## src/rtl/swseq_pkg.sv

```systemverilog
package swseq_pkg;
  localparam logic [1:0] LIM_1X   = 2'b00;
  localparam logic [1:0] LIM_1P5X = 2'b01;
  localparam logic [1:0] LIM_2X   = 2'b10;

  typedef enum logic [2:0] {
    ST_IDLE  = 3'd0,
    ST_DEB   = 3'd1,
    ST_RAMP  = 3'd2,
    ST_RUN   = 3'd3,
    ST_LATCH = 3'd4
  } seqState_t;

  typedef struct packed {
    logic phaseClr;
    logic phaseRun;
    logic onRun;
    logic relaxRun;
  } seqStrobe_t;
endpackage

```

## src/rtl/swseq_timers.sv

```systemverilog
module swseq_timers
  import swseq_pkg::*;
#(
  parameter int DEB_TICKS     = 500,
  parameter int BOOST_TICKS   = 24000,
  parameter int TIMEOUT_TICKS = 1200000,
  parameter int RELAX_TICKS   = 16000,
  parameter logic [1:0] BOOST_SEL = LIM_2X
) (
  input  logic       clk,
  input  logic       rstN,
  input  logic       tick,
  input  seqStrobe_t strobe,
  output logic       debLast,
  output logic       toLast,
  output logic [1:0] limitSel,
  output logic       revRelaxed
);
  localparam int PH_MAX = (DEB_TICKS > TIMEOUT_TICKS) ? DEB_TICKS : TIMEOUT_TICKS;
  localparam int PH_W   = $clog2(PH_MAX + 1);
  localparam int ON_W   = $clog2(BOOST_TICKS + 1);
  localparam int RL_W   = $clog2(RELAX_TICKS + 1);

  logic [PH_W-1:0] phaseCnt;
  logic [ON_W-1:0] onCnt;
  logic [RL_W-1:0] relaxCnt;
  logic            boostActive;

  // shared counter for debounce and startup timeout; cleared on every state change
  always_ff @(posedge clk or negedge rstN) begin
    if (!rstN)                        phaseCnt <= '0;
    else if (strobe.phaseClr)         phaseCnt <= '0;
    else if (strobe.phaseRun && tick) phaseCnt <= phaseCnt + 1'b1;
  end

  // time since switch closure, saturating at the boost window
  always_ff @(posedge clk or negedge rstN) begin
    if (!rstN)             onCnt <= '0;
    else if (!strobe.onRun) onCnt <= '0;
    else if (tick && (onCnt < ON_W'(BOOST_TICKS))) onCnt <= onCnt + 1'b1;
  end

  // time since startup completed, saturating at the relaxed window
  always_ff @(posedge clk or negedge rstN) begin
    if (!rstN)                relaxCnt <= '0;
    else if (!strobe.relaxRun) relaxCnt <= '0;
    else if (tick && (relaxCnt < RL_W'(RELAX_TICKS))) relaxCnt <= relaxCnt + 1'b1;
  end

  assign debLast     = tick && (phaseCnt == PH_W'(DEB_TICKS - 1));
  assign toLast      = tick && (phaseCnt == PH_W'(TIMEOUT_TICKS - 1));
  assign boostActive = strobe.onRun && (onCnt < ON_W'(BOOST_TICKS));
  assign limitSel    = boostActive ? BOOST_SEL : LIM_1X;
  assign revRelaxed  = strobe.relaxRun && (relaxCnt < RL_W'(RELAX_TICKS));

  AST_NO_BOOST_OFF: assert property (@(posedge clk) disable iff (!rstN)
    !strobe.onRun |-> (limitSel == LIM_1X));
endmodule

```

## src/rtl/swseq_ctrl.sv

```systemverilog
module swseq_ctrl
  import swseq_pkg::*;
(
  input  logic       clk,
  input  logic       rstN,
  input  logic       hvEnN,
  input  logic       lvEn,
  input  logic       inUv,
  input  logic       inOv,
  input  logic       outAboveUv,
  input  logic       outReached,
  input  logic       debLast,
  input  logic       toLast,
  output seqStrobe_t strobe,
  output logic       switchOn,
  output logic       forceCont,
  output logic       startDone,
  output logic       startFault
);
  seqState_t state, nextState;
  logic      request;
  logic      okNow;

  assign request = !hvEnN || lvEn;
  assign okNow   = request && !inUv && !inOv;

  always_comb begin
    nextState = state;
    unique case (state)
      ST_IDLE:  if (okNow) nextState = outAboveUv ? ST_RAMP : ST_DEB;
      ST_DEB:   if (!okNow) nextState = ST_IDLE;
                else if (debLast) nextState = ST_RAMP;
      ST_RAMP:  if (!okNow) nextState = ST_IDLE;
                else if (outReached) nextState = ST_RUN;
                else if (toLast) nextState = ST_LATCH;
      ST_RUN:   if (!okNow) nextState = ST_IDLE;
      ST_LATCH: if (!request || inUv) nextState = ST_IDLE;
      default:  nextState = ST_IDLE;
    endcase
  end

  always_ff @(posedge clk or negedge rstN) begin
    if (!rstN) begin
      state     <= ST_IDLE;
      startDone <= 1'b0;
    end else begin
      state     <= nextState;
      startDone <= (state == ST_RAMP) && (nextState == ST_RUN);
    end
  end

  assign strobe.phaseClr = (nextState != state);
  assign strobe.phaseRun = (state == ST_DEB) || (state == ST_RAMP);
  assign strobe.onRun    = (state == ST_RAMP) || (state == ST_RUN);
  assign strobe.relaxRun = (state == ST_RUN);

  assign switchOn   = strobe.onRun;
  assign forceCont  = (state == ST_RAMP);
  assign startFault = (state == ST_LATCH);

  AST_ENABLE_GATE: assert property (@(posedge clk) disable iff (!rstN)
    (hvEnN && !lvEn) |=> !switchOn);
  AST_UV_OFF: assert property (@(posedge clk) disable iff (!rstN)
    inUv |=> !switchOn);
  AST_FAULT_HOLD: assert property (@(posedge clk) disable iff (!rstN)
    (startFault && request && !inUv) |=> startFault);
  AST_DONE_PULSE: assert property (@(posedge clk) disable iff (!rstN)
    startDone |=> !startDone);
  AST_OV_OFF: assert property (@(posedge clk) disable iff (!rstN)
    inOv |=> !switchOn);
endmodule

```

## src/rtl/switch_startup_seq.sv

```systemverilog
module switch_startup_seq
  import swseq_pkg::*;
#(
  parameter int DEB_TICKS     = 500,
  parameter int BOOST_TICKS   = 24000,
  parameter int TIMEOUT_TICKS = 1200000,
  parameter int RELAX_TICKS   = 16000,
  parameter logic [1:0] BOOST_SEL = LIM_2X
) (
  input  logic       clk,
  input  logic       rstN,
  input  logic       tick,
  input  logic       hvEnN,
  input  logic       lvEn,
  input  logic       inUv,
  input  logic       inOv,
  input  logic       outAboveUv,
  input  logic       outReached,
  output logic       switchOn,
  output logic [1:0] limitSel,
  output logic       forceCont,
  output logic       startDone,
  output logic       startFault,
  output logic       revRelaxed
);
  seqStrobe_t strobe;
  logic       debLast;
  logic       toLast;

  swseq_ctrl uCtrl (
    .clk(clk), .rstN(rstN), .hvEnN(hvEnN), .lvEn(lvEn), .inUv(inUv), .inOv(inOv),
    .outAboveUv(outAboveUv), .outReached(outReached), .debLast(debLast), .toLast(toLast),
    .strobe(strobe), .switchOn(switchOn), .forceCont(forceCont),
    .startDone(startDone), .startFault(startFault)
  );

  swseq_timers #(
    .DEB_TICKS(DEB_TICKS), .BOOST_TICKS(BOOST_TICKS), .TIMEOUT_TICKS(TIMEOUT_TICKS),
    .RELAX_TICKS(RELAX_TICKS), .BOOST_SEL(BOOST_SEL)
  ) uTimers (
    .clk(clk), .rstN(rstN), .tick(tick), .strobe(strobe), .debLast(debLast),
    .toLast(toLast), .limitSel(limitSel), .revRelaxed(revRelaxed)
  );
endmodule

```

## config.mk

```make
export PLATFORM = sky130hd
export DESIGN_NAME = switch_startup_seq
export DESIGN_NICKNAME = d
export VERILOG_FILES = /design/src/rtl/swseq_pkg.sv /design/src/rtl/swseq_timers.sv /design/src/rtl/swseq_ctrl.sv /design/src/rtl/switch_startup_seq.sv
export SDC_FILE = /design/constraint.sdc
export NUM_CORES = 1
export LEC_CHECK = 0
export BUFFER_PORTS_ARGS = -buffer_cell sky130_fd_sc_hd__buf_4
export CELL_PAD_IN_SITES_DETAIL_PLACEMENT = 1
export CELL_PAD_IN_SITES_GLOBAL_PLACEMENT = 1
export CORE_ASPECT_RATIO = 0.5
export CORE_MARGIN = 3
export CORE_UTILIZATION = 48
export DETAILED_ROUTE_END_ITERATION = 10
export GPL_TIMING_DRIVEN = 1
export PLACE_DENSITY_LB_ADDON = 0.2
export SKIP_LAST_GASP = 1
export SLEW_MARGIN = 5
export SYNTH_ARGS = -nofsm -noshare
export SYNTH_HDL_FRONTEND = slang
export SYNTH_SLANG_ARGS = --single-unit
```

## constraint.sdc

```tcl
create_clock -name clk -period 2.4 [get_ports clk]
set_input_delay 0.24 -clock clk [delete_from_list [all_inputs] [get_ports clk]]
set_output_delay 0.24 -clock clk [all_outputs]
set_load 0.005 [all_outputs]
```

* Yosys cells after proc, flatten, opt, wreduce, memory -nomap -nowiden
Cells that the tools add are included.
** Storage, ports and cells
- Flip-flop bits (word level) :: 54
- Bits of input ports :: 9
- Output and inout bits :: 7
- Logic and storage cells :: 57
** Cells by class
- $add $sub $neg :: 3
- Order comparisons :: 2
- Eq/ne operators :: 10
- Multiplexer cells :: 17
- Reduce and logical (&&, ||, !) cells :: 20
** Operator list (count)
- $mux W21 :: 2
- $mux W15 :: 2
- $mux W14 :: 2
- $mux W3 :: 8
- $add A21 B1 Y21 const B :: 1
- $eq A21 B21 Y1 const B :: 1
- $eq A21 B9 Y1 const B :: 1
- $add A15 B1 Y15 const B :: 1
- $lt A15 B15 Y1 const B :: 1
- $pmux W3 S5 :: 1
- $add A14 B1 Y14 const B :: 1
- $lt A14 B14 Y1 const B :: 1
- $logic_and A1 B1 Y1 :: 10
- $eq A3 B2 Y1 const B :: 3
- $logic_not A1 Y1 :: 4
- $logic_or A1 B1 Y1 :: 4
- $mux W2 :: 2
- $eq A3 B1 Y1 const B :: 1
- $eq A3 B3 Y1 const B :: 1
- $logic_not A3 Y1 :: 1
- $ne A3 B3 Y1 :: 1
- $ne A2 B1 Y1 const B :: 1
- $ne A2 B2 Y1 const B :: 1
- $reduce_bool A2 Y1 :: 1

* Logic depth before layout (Yosys ltp)
Gate-level depths: netlist (run 1).
- Depth in word-level cells :: 8
- Gate-level depth with buffers :: 7
- Gate-level depth less buffers :: 6

* Cells and area by module
From an unflattened synthesis (run 1), not the netlist that was laid out.
** Second synthesis, totals
- Cell total of the unflattened synthesis :: 341
- Area, all modules :: 3089.2 µm²
** By module, submodules not included
- swseq_timers :: times used 1, cells each 295, area each 2722.6 µm², sequential area each 1251.2 µm²
- swseq_ctrl :: times used 1, cells each 46, area each 366.6 µm², sequential area each 100.1 µm²

* Least setup slack after synthesis (run 1)
No wires, ideal clock.
- Path type :: reg2reg
- Start :: register uTimers.phaseCnt[0]
- End :: register uTimers.phaseCnt[0]
- Data arrival time :: 1.761 ns
- Slack :: 0.518 ns
- Cell stages (with the launch flop) :: 8
- Buffers on the path :: 1
- Period minus slack after synthesis :: 1.882 ns
- Cells stage by stage :: dfrtp_1 > ha_1 > or4b_1 > nor3b_1 > nand4_1 > o211ai_2 > buf_6 > nor3_1
** On the way
- Word-level cells in the longest chain between the ends :: 8
** Ends and longest elaborated chain
- start: declaration :: RTL line swseq_timers.sv:24 : logic [PH_W-1:0] phaseCnt;
- start signal: assignment :: RTL line swseq_timers.sv:33 : else if (strobe.phaseRun && tick) phaseCnt <= phaseCnt + 1'b1;
- $eq A21 B21 Y1 :: RTL line swseq_timers.sv:51 : assign toLast = tick && (phaseCnt == PH_W'(TIMEOUT_TICKS - 1));
- $logic_and A1 B1 Y1 :: RTL line swseq_timers.sv:51
- $mux W3 :: RTL line swseq_ctrl.sv:35 : else if (toLast) nextState = ST_LATCH;
- $mux W3 :: RTL line swseq_ctrl.sv:34 : else if (outReached) nextState = ST_RUN;
- $mux W3 :: RTL line swseq_ctrl.sv:33 : ST_RAMP: if (!okNow) nextState = ST_IDLE;
- $pmux W3 S5 :: RTL line swseq_ctrl.sv:29 : unique case (state)
- $ne A3 B3 Y1 :: RTL line swseq_ctrl.sv:52 : assign strobe.phaseClr = (nextState != state);
- $mux W21 / $reduce_bool A2 Y1 (equally long branches)
Parallel ways exist; a longest one is shown, timed or not. The select of a mux whose other input is x is not followed.
A chain may end at the register's enable or synchronous reset.

* Worst setup path after layout (run 1)
- Start :: register uTimers.phaseCnt[0]
- End :: register uTimers.phaseCnt[8]
The elaborated chain is that of the path after synthesis.

==> reports/metrics.csv, run 1 <==
stage,metric,value,unit
clocking,CTS Buf Count,5,
cells_and_area,fin cells,434,
logic_synthesis,count of cell types in the netlist,46,
route,Routed WL,8390,um
logic_synthesis,synthesis-stage register bit count,54,
worst_setup_path,flop-to-flop setup slack,120,ps
floorplan,Core Area,5800,um2
place,Port Buffers,14,
logic_synthesis,largest area contributor in the netlist,dfrtp_1,
clocking,CTS tree,built,
clocking,CTS Buffer Depth,2,
sta,minimum clock period,2280,ps
worst_setup_path,worst-path fanout max,21,
route,Vias,2630,
logic_synthesis,post-synthesis cell area,3040,um2
logic_synthesis,syn_nets,334,
cells_and_area,Area Growth Syn to Fin,16.3,%
pwr,register share of total power,49.2,%
sta,final setup skew,3.70,ps
place,placed cells,416,
route,drt first pass iters,4,
logic_synthesis,sequential area share after synthesis,44.4,%
status,violated checks,negative hold slack,
floorplan,Initial Utilization,52.4,%
clocking,root buf cell,clkbuf_16,
global_routing,vias in the first global route,2599,
route,Vias/cell,6.06,
logic_synthesis,Synth Area per Inst,9.44,um2
floorplan,Die Span Y,62.3,um
sta,Max Slew Vio Count,0,
floorplan,Rows,19,
worst_setup_path,worst r2r src,uTimers.phaseCnt[0],
worst_setup_path,CP startpoint kind,flip-flop,
pwr,Psw,0.443,mW
worst_setup_path,CP arrival,2470,ps
clocking,# H-tree levels,2,
route,routed len/inst,19.3,um
sta,Final Hold Fails,9,
pwr,Sw Ratio,23.4,%
cells_and_area,fillcell total,667,
logic_synthesis,Syn. warnings,0,
cells_and_area,Layout Utilization,61.0,%
worst_setup_path,reg2reg path depth,9,
logic_synthesis,asr flop ratio synth,100,%
floorplan,die area,7380,um2
run,Max-cap violations,0,
pwr,logic gate share of total power,8.6,%
cells_and_area,Final nets,361,
clocking,clk sinks,54,
sta,worst relative slew slack,43.9,%
pwr,worst vdd rail ir drop,0.257,mV
global_routing,antenna violations before repair,0,
logic_synthesis,ys flop type,dfrtp_1,
pwr,leakage power,1.41,nW
pwr,cell-internal power,1.45,mW
min_path,HP Class,primary input to asynchronous set/reset pin,
sta,RSZ-0062 raised after global routing,false,
pwr,Clk pwr share,42.2,%
global_routing,global-route wire length before repair,13100,um
worst_setup_path,Worst Path Required,2600,ps
sta,period utilization,94.9,%
floorplan,Top Ports,16,
sta,fmax,439,MHz
sta,Slew @ Worst Pin,836,ps
place,Final HPWL DP,5090,um
logic_synthesis,cell count after synthesis,322,
sta,Hold Slack,-14.0,ps
logic_synthesis,Synth top area share,44.4,%
floorplan,die extent in x,119,um
place,GPL Wtd Cong,0.770,
worst_setup_path,Setup crit end kind,flip-flop,
cells_and_area,layout cells sized above 1,14.3,%
global_routing,Tot GR Track Use,21.7,%
route,Final ANT Viol Nets,0,
logic_synthesis,Post-synth EDFFs,0,
cells_and_area,antenna cells,0,
clocking,"CTS clk-pin slew, worst paths",70,ps
worst_setup_path,Reg-to-Reg End,uTimers.phaseCnt[8],
global_routing,largest net degree at the start of global routing,55,
clocking,clock latency on the worst-skew pair,300,ps
route,# DRC,0,
global_routing,grt total ovfl,0,
pwr,pwr/cell area,535,nW/um2
logic_synthesis,synth top area cells,"dfrtp_1 44%, xnor2_1 7.8%, nor3_1 5.3%",
sta,# setup viols final,0,
route,number of DRC markers in iteration 0,190,
worst_setup_path,Crit Path Class,flip-flop to flip-flop,
status,outcome,finished with violations,
-- critical path, stage by stage, from the launching register on --
cell,delay [ps]
dfrtp_1,430
ha_1,230
buf_4,140
nand4_1,130
nor4_1,90
buf_4,150
o32a_1,320
a22o_1,280
buf_12,170
nor3_1,250
-- stage by stage --
| stage | setup TNS [ps] | cell area, um2 | power [mW] | setup slack, ps |
|---|---|---|---|---|
| after floorplan | 0 | 3040 | 1.03 | 518 |
| after global routing | 0 | 3540 | 1.98 | 8.78 |
| after global placement | 0 | 3250 | 1.08 | 41.3 |
| after CTS | 0 | 3420 | 1.89 | 68.3 |
| final | 0 | 3540 | 1.89 | 122 |
| after detailed placement | -1470 | 3250 | 1.08 | -84.6 |
-- worst max-delay path by stage --
stage / startpoint / slack [ps] / end
5_1_grt: uTimers.phaseCnt[0] / 9 / uTimers.phaseCnt[20]
2_1_floorplan: uTimers.phaseCnt[0] / 520 / uTimers.phaseCnt[0]
4_1_cts: uTimers.phaseCnt[0] / 70 / uTimers.phaseCnt[17]
6_report: uTimers.phaseCnt[0] / 120 / uTimers.phaseCnt[8]
3_5_place_dp: uTimers.phaseCnt[0] / -80 / uTimers.phaseCnt[0]
3_3_place_gp: uTimers.phaseCnt[0] / 40 / uTimers.phaseCnt[15]
-- layer usage --
layer	share of wire, %	track usage, %	vias to the layer above
met3	4.8	4.81	23
met4	2.1	5.48	0
met5	0	0	-
li1	-	-	1212
met2	49	36.3	68
met1	44	28.9	1327
-- cell usage after synthesis, drive strengths merged, types with 4 or more instances --
master,count
dfrtp,54
nor2,35
nor3,33
xnor2,27
nand2,18
nand3,16
nand4,16
xor2,16
buf,12
nor4,10
inv,9
a21oi,7
and3,6
and2,5
nor3b,5
o21ai,5
nor2b,4
or3,4
-- cell type report --
| cell class | instances | area [um2] | area share (%) |
|---|---|---|---|
| Multi-Input combinational cell | 247 | 1630 | 46.0 |
| Sequential cell | 54 | 1350 | 38.3 |
| Timing Repair Buffer | 32 | 253 | 7.15 |
| Clock buffer | 8 | 166 | 4.71 |
| Tap cell | 84 | 105 | 2.97 |
| Inverter | 9 | 33.8 | 0.955 |
-- power groups by stage --
stage,combinational (mW),sequential [mW],clock [mW]
2_1_floorplan,0.0866,0.939,0
3_3_place_gp,0.132,0.944,0
3_5_place_dp,0.136,0.945,0
4_1_cts,0.140,0.927,0.819
5_1_grt,0.178,0.932,0.868
6_report,0.162,0.931,0.799
-- cell usage in the layout (no fill, tap or decap), types with 4 or more instances in the layout --
cell,count
a21oi_1,7
and2_1,5
and3_1,6
buf_4,31
clkbuf_16,5
dfrtp_1,53
inv_1,9
nand2_1,18
nand3_1,16
nand4_1,16
nor2_1,35
nor2b_1,4
nor3_1,32
nor3b_1,5
nor4_1,7
o21ai_0,5
or3_1,4
xnor2_1,27
xor2_1,16
-- state kept, by name, summed over array words and instances (netlist names) --
signal and count:
uTimers.onCnt 15, uTimers.phaseCnt 21, uCtrl.state 3, uTimers.relaxCnt 14
uCtrl.startDone 1
-- cells by family (layout without fill, tap and decap cells) --
group	Yosys count	in the layout	synth area share (%)
buffers and inverters	24	49	4.40
other	1	1	0.123
and+or+nand+nor	165	165	29.8
AOI/OAI and AO/OA	30	33	6.91
DFF	54	54	44.4
muxes	2	2	0.658
xor gates and xnor gates	43	43	12.4
adders and majority gates	3	3	1.23
-- repair_timing --
action,4_1_cts,5_1_grt
hold buffers,0,0
setup buffers,0,7
setup endpoints to repair,21,21
pin swaps,0,5
gates resized for setup,1,4
gates cloned,0,3
Power figures use the tool's default switching activity.
==> run 2, diff against run 1 <==
--- a/config.mk
+++ b/config.mk
@@ -8,7 +8,7 @@
 export BUFFER_PORTS_ARGS = -buffer_cell sky130_fd_sc_hd__buf_4
 export CELL_PAD_IN_SITES_DETAIL_PLACEMENT = 1
 export CELL_PAD_IN_SITES_GLOBAL_PLACEMENT = 1
-export CORE_ASPECT_RATIO = 0.5
+export CORE_ASPECT_RATIO = 0.8
 export CORE_MARGIN = 3
 export CORE_UTILIZATION = 48
 export DETAILED_ROUTE_END_ITERATION = 10
==> reports/metrics.csv, run 2 (synthesized netlist as in run 1, its figures left out) <==
stage,metric,value,unit,change
status,outcome,"finished, final reports clean",,
worst_setup_path,Reg-to-Reg End,uTimers.phaseCnt[12],,
worst_setup_path,Setup crit end kind,flip-flop,,
route,drt first pass iters,4,,unchanged
global_routing,global-route wire length before repair,12700,um,-3.0%
min_path,Worst Hold Path EP,uCtrl.state[2],,
cells_and_area,"commonest non-fill, non-tap cell in the layout",dfrtp_1,,
global_routing,antenna violations before repair,0,,unchanged
place,placed cell area,3250,um2,+0.19%
route,# DRC,0,,unchanged
pwr,leakage power,1.38,nW,-2.0%
clocking,CTS Buf Count,5,,unchanged
route,Final ANT Viol Nets,0,,unchanged
clocking,CTS Buffer Depth,2,,unchanged
cells_and_area,final instance area,3460,um2,-2.2%
clocking,# H-tree levels,2,,unchanged
route,Routed WL,7910,um,-5.7%
cells_and_area,Layout Utilization,57.6,%,-3.4 points
place,Final HPWL DP,5060,um,-0.78%
sta,worst relative slew slack,46.3,%,+2.4 points
worst_setup_path,Crit Path Class,flip-flop to flip-flop,,
cells_and_area,Biggest register,uTimers.phaseCnt,,
sta,# setup viols final,0,,unchanged
floorplan,Initial Utilization,50.6,%,-1.8 points
worst_setup_path,reg2reg path depth,6,,-3
min_path,Hold Path Cell Cnt,3,,
cells_and_area,fillcell total,717,,+7.5%
cells_and_area,antenna cells,0,,unchanged
sta,period utilization,95.5,%,+0.61 points
global_routing,largest net degree at the start of global routing,55,,unchanged
sta,Worst Slack Setup Final,107,ps,-14.5 ps
min_path,HP Class,primary input to flip-flop,,
route,Vias/cell,5.95,,-1.8%
cells_and_area,most frequent cells in the layout,"54 x dfrtp_1, 35 x nor2_1, 32 x nor3_1",,
route,number of DRC markers in iteration 0,160,,-16%
sta,Slew @ Worst Pin,800,ps,-36.2 ps
route,Vias,2535,,-3.6%
worst_setup_path,worst-path fanout max,9,,-57%
global_routing,most used routing layer in global routing,met2,,
sta,fmax,436,MHz,-0.63%
worst_setup_path,CP startpoint kind,flip-flop,,
cells_and_area,Final nets,357,,-1.1%
clocking,"CTS clk-pin slew, worst paths",90,ps,+20 ps
clocking,root buf cell,clkbuf_8,,
place,Port Buffers,14,,unchanged
global_routing,met3 Use GR,3.53,%,-1.3 points
pwr,pwr/cell area,499,nW/um2,-6.7%
place,GPL Wtd Cong,0.833,,+8.1%
floorplan,Die Span Y,77.2,um,+24%
floorplan,die extent in x,95.0,um,-20%
sta,minimum clock period,2290,ps,+14.5 ps
route,routed len/inst,18.6,um,-4.0%
cells_and_area,largest registers,"uTimers.phaseCnt (21), uTimers.onCnt (15), uTimers.relaxCnt (14)",,
global_routing,vias in the first global route,2520,,-3.0%
floorplan,Core Area,6010,um2,+3.5%
cells_and_area,number of flip-flops in the largest register,21,,unchanged
clocking,clock latency on the worst-skew pair,310,ps,about the same
cells_and_area,layout cells sized above 1,13.0,%,-1.2 points
pwr,worst vdd rail ir drop,0.298,mV,+16%
min_path,Hold Crit Start,inUv,,
sta,final setup skew,5.62,ps,+1.92 ps
clocking,clk sinks,54,,unchanged
floorplan,Rows,25,,+6
sta,Max Slew Vio Count,0,,unchanged
cells_and_area,Area Growth Syn to Fin,13.8,%,
worst_setup_path,CP arrival,2480,ps,about the same
worst_setup_path,Worst Path Required,2590,ps,about the same
floorplan,die area,7330,um2,-0.70%
global_routing,Tot GR Track Use,21.9,%,+0.18 points
floorplan,Top Ports,16,,unchanged
worst_setup_path,worst r2r src,uTimers.phaseCnt[13],,
global_routing,routing usage on met1,32.3,%,+3.4 points
run,Max-cap violations,0,,unchanged
sta,Final Hold Fails,0,,-9
global_routing,grt total ovfl,0,,unchanged
global_routing,grt met2 use,33.6,%,-2.7 points
place,pre-CTS setup slack,-155,ps,-70.8 ps
clocking,CTS tree,built,,
sta,Hold Slack,207,ps,+221 ps
worst_setup_path,flop-to-flop setup slack,110,ps,about the same
worst_setup_path,critical path startpoint,uTimers.phaseCnt[13],,
==> run 2: cell count changes in the layout (fill, tap and decap cells not counted), sizes merged <==
cell         delta
dlygate4sd3     +1
clkbuf          -2
bufinv          +1
o211ai          -2
buf             -3
==> run 2: timing repair <==
| action | CTS | global route |
|---|---|---|
| gates cloned | 0 | 1 |
| setup buffers | 0 | 2 |
| resized for setup | 2 | 3 |
| hold endpoints to repair | 23 | 0 |
| hold buffers | 1 | 0 |
| pin swaps | 0 | 2 |
| endpoints found under the setup margin | 21 | 21 |
==> run 2: critical path, cell delays in order, from the launching register on <==
cell and delay [ps]:
dfrtp_1 420, or4b_1 610, nor4_2 410, nand4_1 320, o211ai_4 190, buf_12 170
nor3_1 50
==> run 2: worst max-delay path by stage <==
stage	end	slack, ps	cells after the start
6_report	uTimers.phaseCnt[12]	110	6
5_1_grt	uTimers.phaseCnt[4]	-0.9	7
4_1_cts	uTimers.phaseCnt[3]	2	6
3_5_place_dp	uTimers.phaseCnt[3]	-160	8
3_3_place_gp	uTimers.phaseCnt[16]	-40	8
2_1_floorplan	uTimers.phaseCnt[0]	520	7
==> run 2: metrics by stage <==
stage / setup TNS (ps) / cells / power (mW)
2_1_floorplan: 0 / 322 / 1.03
3_3_place_gp: -686 / 415 / 1.08
3_5_place_dp: -2820 / 415 / 1.08
4_1_cts: 0 / 423 / 1.71
5_1_grt: -1.06 / 426 / 1.81
6_report: 0 / 426 / 1.73
==> run 2: per-layer routing <==
layer	share of wire, %	routed length (um)
met1	47	3720
met2	48	3760
met3	3.7	290
met4	1.8	144
met5	0	0
==> run 2: final cells by class <==
class	instances	area (um2)	share of cell area, %
Timing Repair Buffer	30	253	7.31
Tap cell	81	101	2.93
Sequential cell	54	1350	39.1
Multi-Input combinational cell	245	1610	46.5
Clock buffer	6	82.6	2.39
Inverter	9	33.8	0.976
Clock inverter	1	30.0	0.868
==> run 2: where the power goes <==
part / internal (mW) / total [mW] / switching [mW]
clock network: 0.334 / 0.627 / 0.293
registers: 0.915 / 0.922 / 0.00663
logic: 0.0673 / 0.178 / 0.111
==> run 3, diff against run 2 <==
--- a/config.mk
+++ b/config.mk
@@ -5,14 +5,17 @@
 export SDC_FILE = /design/constraint.sdc
 export NUM_CORES = 1
 export LEC_CHECK = 0
+export ABC_AREA = 1
 export BUFFER_PORTS_ARGS = -buffer_cell sky130_fd_sc_hd__buf_4
 export CELL_PAD_IN_SITES_DETAIL_PLACEMENT = 1
 export CELL_PAD_IN_SITES_GLOBAL_PLACEMENT = 1
 export CORE_ASPECT_RATIO = 0.8
 export CORE_MARGIN = 3
-export CORE_UTILIZATION = 48
+export CORE_UTILIZATION = 46
+export CTS_BUF_LIST = sky130_fd_sc_hd__clkbuf_16
 export DETAILED_ROUTE_END_ITERATION = 10
 export GPL_TIMING_DRIVEN = 1
+export MAX_ROUTING_LAYER = met4
 export PLACE_DENSITY_LB_ADDON = 0.2
 export SKIP_LAST_GASP = 1
 export SLEW_MARGIN = 5
==> reports/metrics.csv, run 3 <==
stage,metric,value,unit,change
route,drt first pass iters,4,,unchanged
cells_and_area,final instance area,3860,um2,+12%
clocking,CTS Buf Count,5,,unchanged
worst_setup_path,reg2reg path depth,13,,+7
worst_setup_path,worst r2r src,uTimers.phaseCnt[1],,
logic_synthesis,synth top area cells,"dfrtp_1 38%, nand2_1 11%, inv_1 8.1%",,
worst_setup_path,crit path cell chain,"nor2_4, inv_2, nor2_2, inv_1, nor2_1, buf_4",,
place,Final HPWL DP,6620,um,+31%
floorplan,Top Ports,16,,unchanged
logic_synthesis,Synth Area per Inst,7.33,um2,-22%
route,routed len/inst,15.0,um,-19%
pwr,Psw,0.454,mW,+11%
pwr,logic gate share of total power,8.9,%,-1.4 points
cells_and_area,largest registers,"uTimers.phaseCnt (21), uTimers.onCnt (15), uTimers.relaxCnt (14)",,
run,Max-cap violations,0,,unchanged
logic_synthesis,"count leader, synth",nand2_1,,
global_routing,largest net degree at the start of global routing,55,,unchanged
clocking,CTS Hold Bufs,0,,-1
pwr,Sw Ratio,25.4,%,+1.6 points
cells_and_area,layout cells sized above 1,13.9,%,+0.81 points
global_routing,Tot GR Track Use,22.6,%,+0.65 points
sta,Hold Slack,-9.30,ps,-216 ps
worst_setup_path,Buf/Inv on CP,3,,+2
cells_and_area,"commonest non-fill, non-tap cell in the layout",nand2_1,,
cells_and_area,antenna cells,0,,unchanged
place,placed cell area,3720,um2,+15%
logic_synthesis,post-synthesis cell area,3530,um2,+16%
worst_setup_path,CP arrival,1850,ps,-630 ps
logic_synthesis,Post-synth EDFFs,0,,unchanged
place,GPL Wtd Cong,0.854,,+2.5%
cells_and_area,Final nets,509,,+43%
logic_synthesis,"top cells by count, synth","108 x nand2_1, 76 x inv_1, 54 x dfrtp_1",,
route,Routed WL,8990,um,+14%
worst_setup_path,max incr delay on CP,470,ps,-140 ps
sta,Slew @ Worst Pin,708,ps,-92.1 ps
sta,worst relative slew slack,52.8,%,+6.5 points
worst_setup_path,Worst Path Required,2160,ps,-430 ps
pwr,leakage power,1.70,nW,+23%
route,metal3 WL,278,um,-4.1%
sta,Max Slew Vio Count,0,,unchanged
logic_synthesis,synthesis-stage register bit count,54,,unchanged
sta,# setup viols final,0,,unchanged
logic_synthesis,ys flop type,dfrtp_1,,
pwr,Clk pwr share,39.5,%,+3.2 points
worst_setup_path,Reg-to-Reg End,uTimers.phaseCnt[3],,
sta,period utilization,87.2,%,-8.3 points
sta,fmax,478,MHz,+9.5%
clocking,clock latency on the worst-skew pair,290,ps,-20 ps
logic_synthesis,asr flop ratio synth,100,%,unchanged
route,Vias,3148,,+24%
pwr,worst vdd rail ir drop,0.271,mV,-9.2%
clocking,post-cts resize count,0,,-2
logic_synthesis,syn_nets,494,,+48%
floorplan,die area,8780,um2,+20%
worst_setup_path,Critical Path Stages,6,,unchanged
clocking,CTS tree,built,,
floorplan,Initial Utilization,49.4,%,-1.3 points
logic_synthesis,Syn. warnings,0,,unchanged
route,# DRC,0,,unchanged
route,number of DRC markers in iteration 0,113,,-29%
cells_and_area,most frequent cells in the layout,"108 x nand2_1, 77 x inv_1, 54 x dfrtp_1",,
worst_setup_path,CP max stage cell,dfrtp_1,,
pwr,cell-internal power,1.34,mW,+1.5%
worst_setup_path,critical path startpoint,uCtrl.state[2],,
cells_and_area,number of flip-flops in the largest register,21,,unchanged
floorplan,Die Span Y,84.4,um,+9.4%
route,met1 WL,4400,um,+18%
status,violated checks,negative hold slack,,
sta,TNS Setup,0,ps,unchanged
sta,minimum clock period,2090,ps,-199 ps
pwr,overall power,1.79,mW,+3.6%
clocking,clk sinks,54,,unchanged
logic_synthesis,largest area contributor in the netlist,dfrtp_1,,
cells_and_area,Biggest register,uTimers.phaseCnt,,
route,Vias/cell,5.26,,-12%
logic_synthesis,count of cell types in the netlist,34,,-26%
global_routing,grt total ovfl,0,,unchanged
clocking,Post-CTS Repair Setup Buffers,0,,unchanged
clocking,root buf cell,clkbuf_16,,
logic_synthesis,sequential area share after synthesis,38.2,%,-6.2 points
floorplan,Rows,27,,+8.0%
logic_synthesis,Synth top area share,38.2,%,-6.2 points
route,Final ANT Viol Nets,0,,unchanged
global_routing,vias in the first global route,3387,,+34%
pwr,register share of total power,51.5,%,-1.9 points
pwr,pwr/cell area,463,nW/um2,-7.2%
clocking,"CTS clk-pin slew, worst paths",70,ps,-20 ps
cells_and_area,area of the multi-input gates,1790,um2,+11%
sta,Final Hold Fails,11,,+11
worst_setup_path,end of the critical path,revRelaxed,,
sta,RSZ-0062 raised after global routing,false,,
global_routing,global-route wire length before repair,16100,um,+26%
worst_setup_path,CP top delay family,simple AND/OR/NAND/NOR gates,,
sta,final setup skew,5.78,ps,+0.155 ps
place,Port Buffers,14,,unchanged
worst_setup_path,Setup crit end kind,output pin,,
clocking,CTS Buffer Depth,2,,unchanged
route,met2 wire len,4230,um,+12%
cells_and_area,fillcell total,934,,+30%
cells_and_area,Area Growth Syn to Fin,9.27,%,
global_routing,antenna violations before repair,0,,unchanged
floorplan,Core Area,7160,um2,+19%
route,max layer used,met4,,
worst_setup_path,Crit Path Class,flip-flop to output pin,,
worst_setup_path,CP startpoint kind,flip-flop,,
cells_and_area,register area,1350,um2,unchanged
worst_setup_path,flop-to-flop setup slack,310,ps,+200 ps
floorplan,die extent in x,104,um,+9.5%
logic_synthesis,cell count after synthesis,482,,+50%
clocking,# H-tree levels,2,,unchanged
worst_setup_path,worst-path fanout max,7,,-2
min_path,HP Class,primary input to asynchronous set/reset pin,,
status,outcome,finished with violations,,
==> run 3: layout make-up <==
class,count,share of cell area (%)
multi-input cells,334,46.3
inverters,82,7.97
clock inverters,3,0.324
repair buffers,20,3.89
well taps,101,3.27
flip-flops and latches,54,35.0
clock buffers,5,3.24
==> run 3: worst register-to-register path: cells and delay by family (launching register included) <==
kind                       cells  cell delay [ps]
adders and majority gates      1              290
buffers and inverters          2              390
and+or+nand+nor               10              890
DFF                            1              370
==> run 3: cell families (layout without fill, tap and decap cells) <==
kind of cell	Yosys count	count (layout)	synth area share [%]
AND/OR/NAND/NOR	267	267	37.7
XOR/XNOR	21	21	5.20
buffers and inverters	94	110	11.2
flip-flops	54	54	38.2
AO/OA/AOI/OAI	42	42	6.58
adder cells (fa/ha/maj)	3	3	1.06
other	1	1	0.106
==> run 3: worst min path at each step <==
stage,from,endpoint,slack [ps],depth (start not counted)
2_1_floorplan,rstN,uCtrl.startDone,-60,0
3_3_place_gp,rstN,uTimers.relaxCnt[10],340,1
5_1_grt,rstN,uTimers.relaxCnt[8],60,1
4_1_cts,rstN,uTimers.relaxCnt[10],30,1
6_report,rstN,uTimers.relaxCnt[8],-9,1
3_5_place_dp,rstN,uTimers.relaxCnt[10],340,1
==> run 3: power by group through the flow <==
stage / clock network (mW) / logic, mW / registers [mW]
global route: 0.760 / 0.181 / 0.923
CTS: 0.723 / 0.161 / 0.922
floorplan: 0 / 0.107 / 0.939
global placement: 0 / 0.156 / 0.940
detailed placement: 0 / 0.159 / 0.940
finish: 0.708 / 0.160 / 0.923
==> run 3: per-layer routing <==
| layer | global-route usage, % | vias to the layer above |
|---|---|---|
| met4 | 4.23 | 0 |
| met1 | 30.7 | 1544 |
| met5 | - | - |
| met2 | 36.6 | 42 |
| li1 | - | 1555 |
| met3 | 2.77 | 7 |
==> run 3: per-stage QoR <==
step / utilization, % / hold WS [ps] / cells / setup slack (ps)
floorplan: - / -55.6 / 482 / 767
CTS: 53.9 / 30.8 / 599 / 285
global placement: 52.0 / 341 / 591 / 413
finish: 53.9 / -9.30 / 599 / 307
detailed placement: 52.0 / 343 / 591 / 334
global route: 53.9 / 61.4 / 599 / 20.5
